**src/rtl/vfd_pkg.sv**
```systemverilog
// Shared types for the vertical sync and field detector.
package vfd_pkg;

    // Vertical detection state: idle, inside a serrated interval, or
    // timing a default pulse.
    typedef enum logic [1:0] {
        V_IDLE = 2'd0,
        V_SERR = 2'd1,
        V_DEF  = 2'd2
    } vstate_t;

endpackage

```
**src/rtl/vfd_pulse_meas.sv**
```systemverilog
// Low-pulse width classifier.
// Counts the current low run of csync_n and raises single-cycle events:
// accepted pulse (MIN_W-th low sample), over-long low (DEF_TH-th low
// sample), and, on the first high sample, the class of the pulse just
// ended. Assumes csync_n is already synchronised to clk and that
// 1 <= MIN_W <= BROAD_TH < DEF_TH.
module vfd_pulse_meas #(
    parameter int MIN_W    = 27,
    parameter int BROAD_TH = 270,
    parameter int DEF_TH   = 1000
) (
    input  logic clk,
    input  logic rst_n,
    input  logic csync_n,
    output logic lead_ok,
    output logic long_hit,
    output logic trail_serr,
    output logic trail_eq
);
    localparam int CW = $clog2(DEF_TH + 1);
    localparam logic [CW-1:0] K_MIN_M1 = CW'(MIN_W - 1);
    localparam logic [CW-1:0] K_MIN    = CW'(MIN_W);
    localparam logic [CW-1:0] K_BROAD  = CW'(BROAD_TH);
    localparam logic [CW-1:0] K_DEF    = CW'(DEF_TH);
    localparam logic [CW-1:0] K_DEF_M1 = CW'(DEF_TH - 1);

    logic [CW-1:0] low_cnt;

    // Length of the current low run, saturating at DEF_TH.
    always_ff @(posedge clk) begin
        if (!rst_n) begin
            low_cnt <= '0;
        end else if (csync_n) begin
            low_cnt <= '0;
        end else if (low_cnt != K_DEF) begin
            low_cnt <= low_cnt + 1'b1;
        end
    end

    // Events while low: acceptance point and over-long point.
    always_comb begin
        lead_ok  = !csync_n && (low_cnt == K_MIN_M1);
        long_hit = !csync_n && (low_cnt == K_DEF_M1);
    end

    // Events at the trailing edge: pulse class by finished width.
    always_comb begin
        trail_serr = csync_n && (low_cnt > K_BROAD) && (low_cnt < K_DEF);
        trail_eq   = csync_n && (low_cnt >= K_MIN) && (low_cnt <= K_BROAD);
    end

    // A classified trailing edge is always preceded by a low sample.
    AST_TRAIL_AFTER_LOW: assert property (@(posedge clk) disable iff (!rst_n)
        (trail_serr || trail_eq) |-> !$past(csync_n));

endmodule

```
**src/rtl/vfd_field_track.sv**
```systemverilog
// Line-phase tracker and field flag.
// Keeps the cycles elapsed since the last horizontal edge; a pulse is a
// horizontal edge only if it comes at least 3/4 of a line after the
// previous one, so half-line pulses are skipped. At a serrated vertical
// start the flag records whether the start lies in the second half of
// the line. Assumes LINE_CYC >= 4.
module vfd_field_track #(
    parameter int LINE_CYC = 1716
) (
    input  logic clk,
    input  logic rst_n,
    input  logic lead_ok,
    input  logic serr_onset,
    output logic field_odd
);
    localparam int HW = $clog2(LINE_CYC + 1);
    localparam logic [HW-1:0] K_MAX  = HW'(LINE_CYC);
    localparam logic [HW-1:0] K_HMIN = HW'((LINE_CYC * 3) / 4);
    localparam logic [HW-1:0] K_HALF = HW'(LINE_CYC / 2);

    logic [HW-1:0] hcount;
    logic          h_edge;

    // A pulse counts as horizontal only when spaced a near-full line.
    always_comb begin
        h_edge = lead_ok && (hcount >= K_HMIN);
    end

    // Cycles since the last horizontal edge, saturating at one line.
    always_ff @(posedge clk) begin
        if (!rst_n) begin
            hcount <= K_MAX;
        end else if (h_edge) begin
            hcount <= '0;
        end else if (hcount != K_MAX) begin
            hcount <= hcount + 1'b1;
        end
    end

    // Field flag sampled from the line phase at a serrated start.
    always_ff @(posedge clk) begin
        if (!rst_n) begin
            field_odd <= 1'b0;
        end else if (serr_onset) begin
            field_odd <= (hcount >= K_HALF);
        end
    end

    AST_FIELD_HOLD: assert property (@(posedge clk) disable iff (!rst_n)
        !$stable(field_odd) |-> $past(serr_onset));

endmodule

```
**src/rtl/vfd_activity_wd.sv**
```systemverilog
// Sync-activity watchdog.
// Counts cycles since the last accepted pulse; raises no_sig once the
// count reaches TIMEOUT and drops it at the next accepted pulse. Comes
// out of reset flagged, since no sync has yet been seen. Assumes
// TIMEOUT >= 2.
module vfd_activity_wd #(
    parameter int TIMEOUT = 16200
) (
    input  logic clk,
    input  logic rst_n,
    input  logic lead_ok,
    output logic no_sig
);
    localparam int TW = $clog2(TIMEOUT + 1);
    localparam logic [TW-1:0] K_LAST = TW'(TIMEOUT - 1);

    logic [TW-1:0] idle_cnt;

    // Idle-time counter and the loss flag it drives.
    always_ff @(posedge clk) begin
        if (!rst_n) begin
            idle_cnt <= '0;
            no_sig   <= 1'b1;
        end else if (lead_ok) begin
            idle_cnt <= '0;
            no_sig   <= 1'b0;
        end else if (idle_cnt == K_LAST) begin
            no_sig   <= 1'b1;
        end else begin
            idle_cnt <= idle_cnt + 1'b1;
        end
    end

    AST_NOSIG_CLEARS: assert property (@(posedge clk) disable iff (!rst_n)
        lead_ok |=> !no_sig);

    AST_NOSIG_RISE_QUIET: assert property (@(posedge clk) disable iff (!rst_n)
        $rose(no_sig) |-> !$past(lead_ok));

endmodule

```
**src/rtl/vfd_vert_fsm.sv**
```systemverilog
// Vertical pulse sequencer.
// From idle, a serrated trailing edge opens a vertical that closes at the
// next narrow trailing edge; an over-long low opens a default pulse of
// DEF_LEN cycles. Loss of sync forces idle. Assumes DEF_LEN >= 1.
module vfd_vert_fsm
    import vfd_pkg::*;
#(
    parameter int DEF_LEN = 5265
) (
    input  logic clk,
    input  logic rst_n,
    input  logic trail_serr,
    input  logic trail_eq,
    input  logic long_hit,
    input  logic no_sig,
    output logic vsync_n,
    output logic serr_onset
);
    localparam int DW = $clog2(DEF_LEN + 1);
    localparam logic [DW-1:0] K_DLAST = DW'(DEF_LEN - 1);

    vstate_t       state;
    logic [DW-1:0] dcnt;

    // Serrated start event, shared with the field tracker.
    always_comb begin
        serr_onset = (state == V_IDLE) && trail_serr && !no_sig;
    end

    // State, output and default-length counter.
    always_ff @(posedge clk) begin
        if (!rst_n) begin
            state   <= V_IDLE;
            vsync_n <= 1'b1;
            dcnt    <= '0;
        end else if (no_sig) begin
            state   <= V_IDLE;
            vsync_n <= 1'b1;
        end else begin
            case (state)
                V_IDLE: begin
                    if (trail_serr) begin
                        state   <= V_SERR;
                        vsync_n <= 1'b0;
                    end else if (long_hit) begin
                        state   <= V_DEF;
                        vsync_n <= 1'b0;
                        dcnt    <= '0;
                    end
                end
                V_SERR: begin
                    if (trail_eq) begin
                        state   <= V_IDLE;
                        vsync_n <= 1'b1;
                    end
                end
                V_DEF: begin
                    if (dcnt == K_DLAST) begin
                        state   <= V_IDLE;
                        vsync_n <= 1'b1;
                    end else begin
                        dcnt <= dcnt + 1'b1;
                    end
                end
                default: begin
                    state   <= V_IDLE;
                    vsync_n <= 1'b1;
                end
            endcase
        end
    end

    AST_VS_FALL_CAUSE: assert property (@(posedge clk) disable iff (!rst_n)
        $fell(vsync_n) |-> $past(trail_serr || long_hit));

    AST_NOSIG_FORCES_HIGH: assert property (@(posedge clk) disable iff (!rst_n)
        (no_sig && $past(no_sig)) |-> vsync_n);

    AST_DEF_ENDS: assert property (@(posedge clk) disable iff (!rst_n)
        (state == V_DEF) |-> (dcnt <= K_DLAST));

endmodule

```
**src/rtl/vsync_field_detector.sv**
```systemverilog
// Vertical sync and field detector, top level.
// Takes a synchronised active-low composite sync and produces a vertical
// sync pulse, an odd/even field flag and a loss-of-sync flag. All
// thresholds are in clock cycles. Assumes
// MIN_W <= BROAD_TH < DEF_TH and that a serrated pulse is wider than
// BROAD_TH but narrower than DEF_TH.
module vsync_field_detector #(
    parameter int LINE_CYC = 1716,
    parameter int MIN_W    = 27,
    parameter int BROAD_TH = 270,
    parameter int DEF_TH   = 1000,
    parameter int DEF_LEN  = 5265,
    parameter int TIMEOUT  = 16200
) (
    input  logic clk,
    input  logic rst_n,
    input  logic csync_n,
    output logic vsync_n,
    output logic field_odd,
    output logic no_signal
);
    logic lead_ok;
    logic long_hit;
    logic trail_serr;
    logic trail_eq;
    logic serr_onset;

    vfd_pulse_meas #(
        .MIN_W   (MIN_W),
        .BROAD_TH(BROAD_TH),
        .DEF_TH  (DEF_TH)
    ) u_meas (
        .clk       (clk),
        .rst_n     (rst_n),
        .csync_n   (csync_n),
        .lead_ok   (lead_ok),
        .long_hit  (long_hit),
        .trail_serr(trail_serr),
        .trail_eq  (trail_eq)
    );

    vfd_activity_wd #(
        .TIMEOUT(TIMEOUT)
    ) u_wd (
        .clk    (clk),
        .rst_n  (rst_n),
        .lead_ok(lead_ok),
        .no_sig (no_signal)
    );

    vfd_vert_fsm #(
        .DEF_LEN(DEF_LEN)
    ) u_fsm (
        .clk       (clk),
        .rst_n     (rst_n),
        .trail_serr(trail_serr),
        .trail_eq  (trail_eq),
        .long_hit  (long_hit),
        .no_sig    (no_signal),
        .vsync_n   (vsync_n),
        .serr_onset(serr_onset)
    );

    vfd_field_track #(
        .LINE_CYC(LINE_CYC)
    ) u_field (
        .clk       (clk),
        .rst_n     (rst_n),
        .lead_ok   (lead_ok),
        .serr_onset(serr_onset),
        .field_odd (field_odd)
    );

endmodule

```
**config.mk**
```make
export PLATFORM = sky130hd
export DESIGN_NAME = vsync_field_detector
export DESIGN_NICKNAME = d
export VERILOG_FILES = /design/src/rtl/vfd_pkg.sv /design/src/rtl/vfd_pulse_meas.sv /design/src/rtl/vfd_field_track.sv /design/src/rtl/vfd_activity_wd.sv /design/src/rtl/vfd_vert_fsm.sv /design/src/rtl/vsync_field_detector.sv
export SDC_FILE = /design/constraint.sdc
export NUM_CORES = 1
export LEC_CHECK = 0
export ABC_AREA = 1
export ABC_CLOCK_PERIOD_IN_PS = 3620
export BUFFER_PORTS_ARGS = -buffer_cell sky130_fd_sc_hd__buf_2
export CAP_MARGIN = 20
export CORE_ASPECT_RATIO = 2
export CORE_MARGIN = 8
export CORE_UTILIZATION = 50
export CTS_BUF_LIST = sky130_fd_sc_hd__clkbuf_4 sky130_fd_sc_hd__clkbuf_8 sky130_fd_sc_hd__clkbuf_16
export CTS_CLUSTER_DIAMETER = 30
export DETAILED_ROUTE_END_ITERATION = 12
export GPL_ROUTABILITY_DRIVEN = 0
export PLACE_DENSITY = 0.66
export SYNTH_ARGS = -nofsm -noshare
export SYNTH_HDL_FRONTEND = slang
export SYNTH_SLANG_ARGS = --single-unit
```
**constraint.sdc**
```tcl
create_clock -name clk -period 3.62 [get_ports clk]
set_input_delay 0.724 -clock clk [delete_from_list [all_inputs] [get_ports clk]]
set_output_delay 0.724 -clock clk [all_outputs]
set_load 0.02 [all_outputs]
```
==> metrics.yaml <==
global_routing:
  grt_pass1_vias: 2473
  grt_pass1_wl_um: 10800
  grt_overflow: 0
  grt_usage_pct: 14.5
  antenna_found_initial: 0
  grt_max_degree: 19
power:
  power_density_nw_per_um2: 345
  leakage_nw: 1.36
  ir_drop_v: 0.000302
sta:
  timing.final.hold_violations: 0
  slew_headroom_pct: 70.0
  setup_tns_ns: 0
  fin_crit_ns: 1.76
  max_freq_mhz: 568
  slew_viol_final: 0
  finalCritPeriodShare_pct: 48.6
  tightest_slew_ns: 0.449
  finClkSkew_ns: 0.00594
  setup_viol: 0
  grt_setup_unrepaired: "false"
floorplan:
  core_um2: 5910
  start_util_pct: 50.6
  fp.dieW_um: 70.6
  die_area_um2: 8850
  io_pins: 6
  fp.dieH_um: 125
  row_count: 40
yosys:
  syn_area_um2: 2990
  synth_nets: 478
  synth_edf_count: 0
  seq_area_frac_synth_pct: 35.5
  synth_cell_type_count: 32
  syn_inst: 466
  yosysWarnings: 0
  synth_seq_cells: 53
  async_flop_share_pct: 0
  ys.flop_type: "dfxtp_1"
  synth_area_per_cell_um2: 6.41
clock_network:
  clockRootBuffer: "clkbuf_16"
  insertion_delay_ns: 0.29
  path_clk_slew_ns: 0.07
  cts.path.max_buffers: 2
  post_cts_resized: 0
  post_cts_buffers: 0
  numCtsBuffers: 5
  cts_tree: "yes"
  cts_sinks: 53
  hold_buffers: 0
  cts_max_level: 2
placement:
  dpl.cell_count: 529
  dpl.hpwl_um: 4590
  port_buffers: 5
routing:
  wl_um: 6080
  drt_iter0_drc: 138
  via_count: 2770
  first_pass_iters: 4
  route.detailed.drc: 0
  viasPerCell: 5.16
  antenna_left: 0
  routedWlPerCell_um: 11.3
worst_setup_path:
  worst-setup-path-type: "input pin to register"
  worst_path_most_repeated_cell: "inv_1"
  crit_path_start_kind: "input pin"
  crit_path_end_kind: "register"
  worstPathArrival_ns: 2.00
  cp_num_buf_inv: 3
  rr_worst_depth: 10
  cp_cell_sequence: "buf_2, inv_1, nor2_1, inv_1, nor3_1, o21a_1"
  cp_top_family: "buffers and inverters"
  cp_slowest_cell: "buf_2"
  cp.depth: 6
  crit_required_ns: 3.86
  critPathMaxStageDelay_ns: 0.29
  crit_fanout: 18
min_path:
  min_path_cells: 2
  worst_hold_path_type: "register to register"
finish:
  nets: 485
  synthToLayoutAreaGrowth_pct: 7.38
  instances_no_fill: 537
  diodes: 0
  layout-drive-gt1-share_pct: 5.06
job:
  max_cap_viol_count: 0
run_status:
  outcome: "finished clean"
==> report_power, final <==
group / switching (mW) / total, mW / internal, mW
Clock: 0.218 / 0.476 / 0.258
Combinational: 0.0245 / 0.0367 / 0.0122
Sequential: 0.00606 / 0.594 / 0.588
==> worst paths after layout <==
path	start	to	slack, ns
worst max-delay path	rst_n	u_meas.low_cnt[7]	1.86
worst min-delay path	u_fsm.vsync_n	u_fsm.vsync_n	0.45
worst max register to register	u_meas.low_cnt[0]	u_fsm.dcnt[10]	1.90
worst min register to register	u_fsm.vsync_n	u_fsm.vsync_n	0.45
==> Yosys cell counts (3+ instances only) <==
library cell / count / area (um2)
a21oi_1: 34 / 170
buf_2: 3 / 15.0
dfxtp_1: 53 / 1060
ha_1: 9 / 113
inv_1: 68 / 255
nand2_1: 120 / 450
nand3_1: 37 / 185
nand4_1: 12 / 75.1
nor2_1: 71 / 267
nor3_1: 9 / 45.0
o21ai_0: 17 / 85.1
xor2_1: 6 / 52.6
==> tightest hold or removal path: cells and delay by family, from the launching register on <==
kind	cells	cell delay (ns)
DFF	1	0.31
and+or+nand+nor	2	0.10
==> metrics by stage <==
stage	total power, mW	hold WS (ns)	cell area, um2	worst slack, ns	util [%]
finish	1.11	0.451	3210	1.86	54.3
global route	1.15	0.474	3210	1.73	54.3
CTS	1.12	0.457	3210	1.85	54.3
detailed placement	0.645	0.446	3060	1.55	51.8
global placement	0.644	0.448	3060	1.66	51.8
floorplan	0.636	0.454	2990	1.99	-
==> cell usage in the layout (no fill, tap or decap) <==
| cell | count |
|---|---|
| a31oi_1 | 1 |
| o21ai_0 | 17 |
| nand2_1 | 120 |
| a21boi_0 | 1 |
| nand3_4 | 1 |
| a22oi_1 | 1 |
| clkinv_2 | 2 |
| nand2_2 | 2 |
| nor4_1 | 1 |
| inv_2 | 1 |
| or2_2 | 2 |
| o31ai_1 | 2 |
| clkinvlp_4 | 1 |
| nor3_1 | 9 |
| nor2_4 | 2 |
| dfxtp_1 | 53 |
| xnor2_1 | 2 |
| a21oi_1 | 34 |
| nor3_2 | 1 |
| buf_2 | 5 |
| or3_1 | 1 |
| inv_6 | 1 |
| ha_1 | 9 |
| inv_1 | 68 |
| nand4_1 | 12 |
| o21a_1 | 2 |
| xor2_1 | 6 |
| a211oi_1 | 1 |
| nand3_1 | 37 |
| nor3b_1 | 2 |
| clkbuf_16 | 5 |
| o21ai_2 | 1 |
| nor2_1 | 71 |
==> layout make-up <==
type                            instances  area (um2)
Clock buffer                            5         125
Clock inverter                          3        21.3
Fill cell                             623        2700
Inverter                               70         264
Multi-Input combinational cell        338        1630
Sequential cell                        53        1060
Tap cell                               63        78.8
Timing Repair Buffer                    5        25.0
==> per-layer routing <==
layer,global-route usage (%),wire length (um),up-vias
li1,-,-,1495
met1,17.8,2960,1238
met2,23.5,2830,32
met3,3.76,197,5
met4,5.19,86,0
met5,0,0,-
==> state kept, by name, indices dropped and copies added (netlist names) <==
register and count:
u_fsm.dcnt 13, u_fsm.vsync_n 1, u_fsm.state 2, u_meas.low_cnt 10, u_wd.no_sig 1, u_field.hcount 11
u_wd.idle_cnt 14, u_field.field_odd 1
==> cell families (layout without fill, tap and decap cells) <==
group | Yosys count | count (layout) | share of synthesized area (%)
DFF | 53 | 53 | 35.5
buffers and inverters | 75 | 83 | 9.85
adders and majority gates | 9 | 9 | 3.77
and+or+nand+nor | 261 | 261 | 37.7
xor gates and xnor gates | 8 | 8 | 2.35
AOI/OAI and AO/OA | 60 | 60 | 10.8
Power figures use the tool's default switching activity.
